### src/rtl/ea_pkg.sv
package ea_pkg;
  localparam int WORD_W = 16;
  localparam int ADDR_W = 14;
  localparam int DISP_W = 8;
  localparam int TAG_W  = 2;
  localparam int OPC_W  = WORD_W - 1 - TAG_W - DISP_W;

  // Field order is behaviour: first field is word bit 0 (the MSB).
  typedef struct packed {
    logic [OPC_W-1:0]  opcode;
    logic              long_fmt;
    logic [TAG_W-1:0]  tag;
    logic [DISP_W-1:0] disp;
  } iword_t;

  typedef enum logic [1:0] {
    FS_IDLE = 2'd0,
    FS_REQ  = 2'd1,
    FS_WAIT = 2'd2,
    FS_FIN  = 2'd3
  } fetch_st_e;

  // Sign-extend the displacement into the address width.
  function automatic logic [ADDR_W-1:0] disp_sext(input logic [DISP_W-1:0] d);
    return {{(ADDR_W-DISP_W){d[DISP_W-1]}}, d};
  endfunction

  // Address addition that wraps modulo the address space.
  function automatic logic [ADDR_W-1:0] addr_sum(input logic [ADDR_W-1:0] a,
                                                 input logic [ADDR_W-1:0] b);
    return a + b;
  endfunction
endpackage

### src/rtl/ea_field_decode.sv
module ea_field_decode
  import ea_pkg::*;
(
  input  logic [WORD_W-1:0] w0_i,
  input  logic [WORD_W-1:0] w1_i,
  output logic              long_fmt_o,
  output logic [TAG_W-1:0]  tag_o,
  output logic [ADDR_W-1:0] disp_o,
  output logic [ADDR_W-1:0] abs_addr_o,
  output logic              indirect_o
);
  iword_t fields;
  logic   unused_bits;

  assign fields      = iword_t'(w0_i);
  assign long_fmt_o  = fields.long_fmt;
  assign tag_o       = fields.tag;
  assign disp_o      = disp_sext(fields.disp);
  assign abs_addr_o  = w1_i[ADDR_W-1:0];
  assign indirect_o  = fields.long_fmt & w1_i[WORD_W-1];
  assign unused_bits = ^{fields.opcode, w1_i[WORD_W-2:ADDR_W]};
endmodule

### src/rtl/ea_base_select.sv
module ea_base_select
  import ea_pkg::*;
(
  input  logic [ADDR_W-1:0] iar_i,
  input  logic [ADDR_W-1:0] xr1_i,
  input  logic [ADDR_W-1:0] xr2_i,
  input  logic [ADDR_W-1:0] xr3_i,
  input  logic [TAG_W-1:0]  tag_i,
  input  logic              long_fmt_i,
  output logic [ADDR_W-1:0] base_o
);
  localparam int NUM_REG = 1 << TAG_W;

  logic [ADDR_W-1:0] reg_tab [NUM_REG];
  logic [ADDR_W-1:0] next_iar;

  assign next_iar = addr_sum(iar_i, ADDR_W'(1));

  // Slot 0: the following instruction for short format, no index for long.
  assign reg_tab[0] = long_fmt_i ? '0 : next_iar;
  assign reg_tab[1] = xr1_i;
  assign reg_tab[2] = xr2_i;
  assign reg_tab[3] = xr3_i;

  assign base_o = reg_tab[tag_i];
endmodule

### src/rtl/ea_indirect_fetch.sv
module ea_indirect_fetch
  import ea_pkg::*;
(
  input  logic              clk,
  input  logic              rst_n,
  input  logic              launch_i,
  input  logic [ADDR_W-1:0] ptr_addr_i,
  input  logic              mem_valid_i,
  input  logic [WORD_W-1:0] mem_rdata_i,
  output logic              idle_o,
  output logic              fin_o,
  output logic              mem_req_o,
  output logic [ADDR_W-1:0] mem_addr_o,
  output logic [ADDR_W-1:0] ptr_o
);
  fetch_st_e         st_q, st_d;
  logic [ADDR_W-1:0] addr_q, ptr_q;
  logic              waiting, capture;
  logic              unused_rdata;

  assign waiting      = (st_q == FS_REQ) || (st_q == FS_WAIT);
  assign capture      = waiting && mem_valid_i;
  assign unused_rdata = ^mem_rdata_i[WORD_W-1:ADDR_W];

  always_comb begin
    st_d = st_q;
    unique case (st_q)
      FS_IDLE: if (launch_i) st_d = FS_REQ;
      FS_REQ:  st_d = mem_valid_i ? FS_FIN : FS_WAIT;
      FS_WAIT: if (mem_valid_i) st_d = FS_FIN;
      FS_FIN:  st_d = FS_IDLE;
      default: st_d = FS_IDLE;
    endcase
  end

  always_ff @(posedge clk or negedge rst_n) begin
    if (!rst_n) begin
      st_q   <= FS_IDLE;
      addr_q <= '0;
      ptr_q  <= '0;
    end else begin
      st_q <= st_d;
      if (launch_i && st_q == FS_IDLE) addr_q <= ptr_addr_i;
      if (capture) ptr_q <= mem_rdata_i[ADDR_W-1:0];
    end
  end

  assign idle_o     = (st_q == FS_IDLE);
  assign fin_o      = (st_q == FS_FIN);
  assign mem_req_o  = (st_q == FS_REQ);
  assign mem_addr_o = addr_q;
  assign ptr_o      = ptr_q;

  assert_single_req_R6: assert property (@(posedge clk) disable iff (!rst_n)
    mem_req_o |=> !mem_req_o);
  assert_req_follows_launch_R6: assert property (@(posedge clk) disable iff (!rst_n)
    mem_req_o |-> $past(launch_i));
  assert_fin_after_valid_R7: assert property (@(posedge clk) disable iff (!rst_n)
    capture |=> fin_o);
  assert_fin_one_cycle_R7: assert property (@(posedge clk) disable iff (!rst_n)
    fin_o |=> !fin_o);
endmodule

### src/rtl/operand_addr_unit.sv
module operand_addr_unit
  import ea_pkg::*;
(
  input  logic              clk,
  input  logic              rst_n,
  input  logic              start_i,
  input  logic [15:0]       instr_w0_i,
  input  logic [15:0]       instr_w1_i,
  input  logic [13:0]       iar_i,
  input  logic [13:0]       xr1_i,
  input  logic [13:0]       xr2_i,
  input  logic [13:0]       xr3_i,
  input  logic              mem_valid_i,
  input  logic [15:0]       mem_rdata_i,
  output logic [13:0]       ea_o,
  output logic [1:0]        ilen_o,
  output logic              done_o,
  output logic              mem_req_o,
  output logic [13:0]       mem_addr_o
);
  logic              long_fmt, indirect, fetch_idle, fetch_fin;
  logic [TAG_W-1:0]  tag;
  logic [ADDR_W-1:0] disp, abs_addr, base, ea_direct, ptr;
  logic              accept, launch, direct_done;

  ea_field_decode u_decode (
    .w0_i       (instr_w0_i),
    .w1_i       (instr_w1_i),
    .long_fmt_o (long_fmt),
    .tag_o      (tag),
    .disp_o     (disp),
    .abs_addr_o (abs_addr),
    .indirect_o (indirect)
  );

  ea_base_select u_base (
    .iar_i      (iar_i),
    .xr1_i      (xr1_i),
    .xr2_i      (xr2_i),
    .xr3_i      (xr3_i),
    .tag_i      (tag),
    .long_fmt_i (long_fmt),
    .base_o     (base)
  );

  assign ea_direct = addr_sum(base, long_fmt ? abs_addr : disp);

  // Named events for the checks below.
  assign accept      = start_i && fetch_idle;
  assign launch      = accept && indirect;
  assign direct_done = accept && !indirect;

  ea_indirect_fetch u_fetch (
    .clk         (clk),
    .rst_n       (rst_n),
    .launch_i    (launch),
    .ptr_addr_i  (ea_direct),
    .mem_valid_i (mem_valid_i),
    .mem_rdata_i (mem_rdata_i),
    .idle_o      (fetch_idle),
    .fin_o       (fetch_fin),
    .mem_req_o   (mem_req_o),
    .mem_addr_o  (mem_addr_o),
    .ptr_o       (ptr)
  );

  assign done_o = direct_done || fetch_fin;
  assign ea_o   = fetch_fin ? ptr : ea_direct;
  assign ilen_o = (fetch_fin || long_fmt) ? 2'd2 : 2'd1;

  assert_len_legal_R5: assert property (@(posedge clk) disable iff (!rst_n)
    done_o |-> (ilen_o == 2'd1 || ilen_o == 2'd2));
  assert_busy_start_ignored_R8: assert property (@(posedge clk) disable iff (!rst_n)
    (start_i && !fetch_idle) |=> !mem_req_o);
  assert_launch_no_done_R6: assert property (@(posedge clk) disable iff (!rst_n)
    launch |-> !done_o);
  always_comb begin
    if (!rst_n) assert_reset_quiet_R9: assert (!mem_req_o);
  end
endmodule

### config.mk
export PLATFORM = sky130hd
export DESIGN_NAME = operand_addr_unit
export DESIGN_NICKNAME = d
export VERILOG_FILES = /design/src/rtl/ea_pkg.sv /design/src/rtl/ea_field_decode.sv /design/src/rtl/ea_base_select.sv /design/src/rtl/ea_indirect_fetch.sv /design/src/rtl/operand_addr_unit.sv
export SDC_FILE = /design/constraint.sdc
export NUM_CORES = 1
export LEC_CHECK = 0
export BUFFER_PORTS_ARGS = -buffer_cell sky130_fd_sc_hd__buf_2
export CORE_MARGIN = 2
export CORE_UTILIZATION = 54
export DETAILED_ROUTE_END_ITERATION = 7
export GPL_ROUTABILITY_DRIVEN = 0
export PLACE_DENSITY = 0.85
export SLEW_MARGIN = 20
export SYNTH_ARGS = -nofsm -noshare
export SYNTH_HDL_FRONTEND = slang
export SYNTH_HIERARCHICAL = 1
export SYNTH_SLANG_ARGS = --single-unit
### constraint.sdc
create_clock -name clk -period 4.8 [get_ports clk]
set_input_delay 0.24 -clock clk [delete_from_list [all_inputs] [get_ports clk]]
set_output_delay 0.24 -clock clk [all_outputs]
set_load 0.01 [all_outputs]
==> impl_metrics.yaml <==
floorplanning:
  core_um2: 6280
  die-width_um: 84.1
  die_h_um: 84.1
  rows: 29
  io_pins: 140
  initial_core_util: 0.552
  die_area_um2: 7070
clocking:
  cts_tree: "done"
  cts-buffers-inserted: 5
  cts_buffer_depth: 2
  cts.sinks: 30
  postCtsHoldBufs: 0
  clkTransAtPathRegs_ps: 60
  insertion_delay_ps: 270
  htreeDepth: 2
  cts-root-buf: "clkbuf_8"
  ctsResizeCount: 0
  post_cts_buffers: 0
power_and_ir_drop:
  p_switching_uw: 642
  power_leakage_nw: 1.98
  power_frac_comb: 0.605
  seqPwrFrac: 0.279
  clockPowerShare: 0.116
  ir_drop_mv: 0.466
  p_sw_frac: 0.399
  power_density_nw_per_um2: 413
  internal_power_uw: 967
finish:
  antenna_cells: 0
  nNetsFinal: 571
  final_cell_area_um2: 3900
  syn2layout_area_growth_pct: 12.5
  drive_gt1_frac: 0.475
sta:
  hold_viol: 0
  tightest_slew_ps: 693
  min_period_ps: 3610
  rsz0062_at_grt: "no"
  skew_ps: 1.37
  timing.slew.headroom: 0.538
  finalSetupViolCount: 0
  maxSlewViolCount: 0
  max_freq_mhz: 277
  tns_ps: 0
  period_share: 0.752
  finalWorstSetupSlack_ps: 1190
routing:
  wl_per_cell_um: 15.3
  drc: 0
  initialDrtViolationCount: 176
  vias: 2912
  first_pass_iters: 4
  vias_per_cell: 5.61
  wirelength_um: 7960
  ant_nets: 0
synthesis:
  postSynthCellCount: 357
  syn_avg_cell_area_um2: 9.70
  synth_top_cell_by_area: "dfrtp_1"
  synth_top_area_frac: 0.217
  synth_nets: 486
  ys_warn_count: 6
  ys_seq_elements: 30
  synth_edf_count: 0
  yosys-top-cells-area: "dfrtp_1 (22%), mux2_2 (11%), mux2_4 (8.7%)"
  synth_most_common_cell: "mux2_2"
  syn_area_um2: 3460
  yosysSeqAreaShare: 0.217
  synth-main-ff-cell: "dfrtp_1"
  synthDistinctLibCells: 66
  async_reset_ff_frac: 1.00
  yosys-top-cells-count: "mux2_2 (33), buf_4 (32), dfrtp_1 (30), nand2_1 (21)"
placement:
  placed_area_um2: 3820
  pre_cts_slack_ps: 1230
  place_hpwl_um: 6440
  io_buffers: 131
setup_path:
  cp-end-kind: "output port"
  worst-endpoint-arrival_ps: 3370
  crit_path_start: "instr_w0_i[9]"
  crit_type: "in -> out"
  crit_path_max_fanout: 17
  required_ps: 4560
  r2r_start: "u_fetch/st_q[0]"
  start_kind: "input port"
global_routing:
  grt_start_max_net_pins: 31
  gr-total-overflow: 0
  antenna_found_initial: 0
  grt_use_total: 0.227
  grt_pass1_vias: 2967
  grt_pass1_wl_um: 13200
hold_path:
  hp-class: "in -> async"
run:
  drv_cap: 0
outcome:
  status: "completed"
==> logic make-up after synthesis <==
logic type               share of synthesized area
multiplexers                                 0.228
XOR/XNOR                                    0.0556
adder cells (fa/ha/maj)                     0.0780
AND/OR/NAND/NOR                              0.142
AO/OA/AOI/OAI                                0.153
flip-flops                                   0.217
buffers and inverters                        0.127
==> area by class of cell <==
cell class	instances	area [µm²]
sequential	30	751
tap	77	96.3
fill	558	2380
timing repair buffer	131	656
clock buffer	7	76.3
multi-input combinational	262	2270
inverter	12	45.0
==> critical path: stages <==
cell and delay [ps]:
buf_2 340, nor2b_1 620, a22oi_1 190, o21ai_0 140, ha_1 340, a21o_1 220, a31o_2 230, o21ai_0 260
o21ai_0 200, a221oi_1 380, buf_2 200
==> metrics by stage <==
stage | util | hold slack [ps] | instances | total power [mW]
2_1_floorplan | - | -55.6 | 357 | 1.16
3_3_place_gp | 0.609 | 297 | 512 | 1.39
3_5_place_dp | 0.609 | 314 | 512 | 1.42
4_1_cts | 0.621 | 16.5 | 519 | 1.61
5_1_grt | 0.621 | 37.4 | 519 | 1.72
6_report | 0.621 | 1.45 | 519 | 1.61
==> registers in the layout (all words and copies together) (netlist names) <==
name                flops
u_fetch/ptr_o          14
u_fetch/st_q            2
u_fetch/mem_addr_o     14
==> path summary, 6_finish.rpt <==
| kind | endpoint | slack, ps | cells after the start |
|---|---|---|---|
| min reg2reg | u_fetch/mem_addr_o[9] | 500 | 1 |
| max reg2reg | u_fetch/mem_addr_o[5] | 2930 | 5 |
| min | u_fetch/ptr_o[9] | 1 | 1 |
| max in group asynchronous | u_fetch/ptr_o[0] | 4360 | 1 |
| max | ea_o[9] | 1190 | 11 |
| min in group clk | u_fetch/ptr_o[8] | 190 | 2 |
==> per-layer routing <==
metal	wire length, µm	global-route usage	up-vias	part of all wire
li1	-	-	1439	-
met1	3390	0.285	1347	0.43
met2	3950	0.398	107	0.50
met3	450	0.0455	19	0.057
met4	161	0.0587	0	0.020
met5	0	0	-	0
==> power groups by stage <==
| stage | Combinational (mW) | Sequential (mW) | Clock [mW] |
|---|---|---|---|
| 6_report | 0.973 | 0.448 | 0.187 |
| 5_1_grt | 1.06 | 0.463 | 0.200 |
| 4_1_cts | 0.975 | 0.449 | 0.188 |
| 3_5_place_dp | 0.972 | 0.449 | 0 |
| 3_3_place_gp | 0.942 | 0.444 | 0 |
| 2_1_floorplan | 0.701 | 0.457 | 0 |
==> layout by cell type (no fill, tap or decap), types with 2 or more instances in the layout <==
cell type and instances:
mux2_2 33, nor2_1 11, and3_1 6, mux2i_1 4, a311o_1 2, dfrtp_1 30
xnor2_1 14, nor3b_1 2, a21o_1 8, nand2_1 21, nand3_1 9, nand4_1 2
o21ai_1 3, nand2_2 2, mux4_2 3, a21oi_1 8, clkbuf_8 5, inv_1 11
a22oi_1 10, a221oi_1 2, nand2b_1 5, nor3_1 4, o21a_1 2, clkbuf_1 2
a311oi_1 2, a31oi_1 3, nor2b_1 4, xor2_1 8, o221a_2 2, o211ai_1 2
and2_1 4, mux2_4 20, o21ai_0 15, o31ai_1 3, buf_2 131, or2_2 3
ha_1 20
Power figures use the tool's default switching activity.
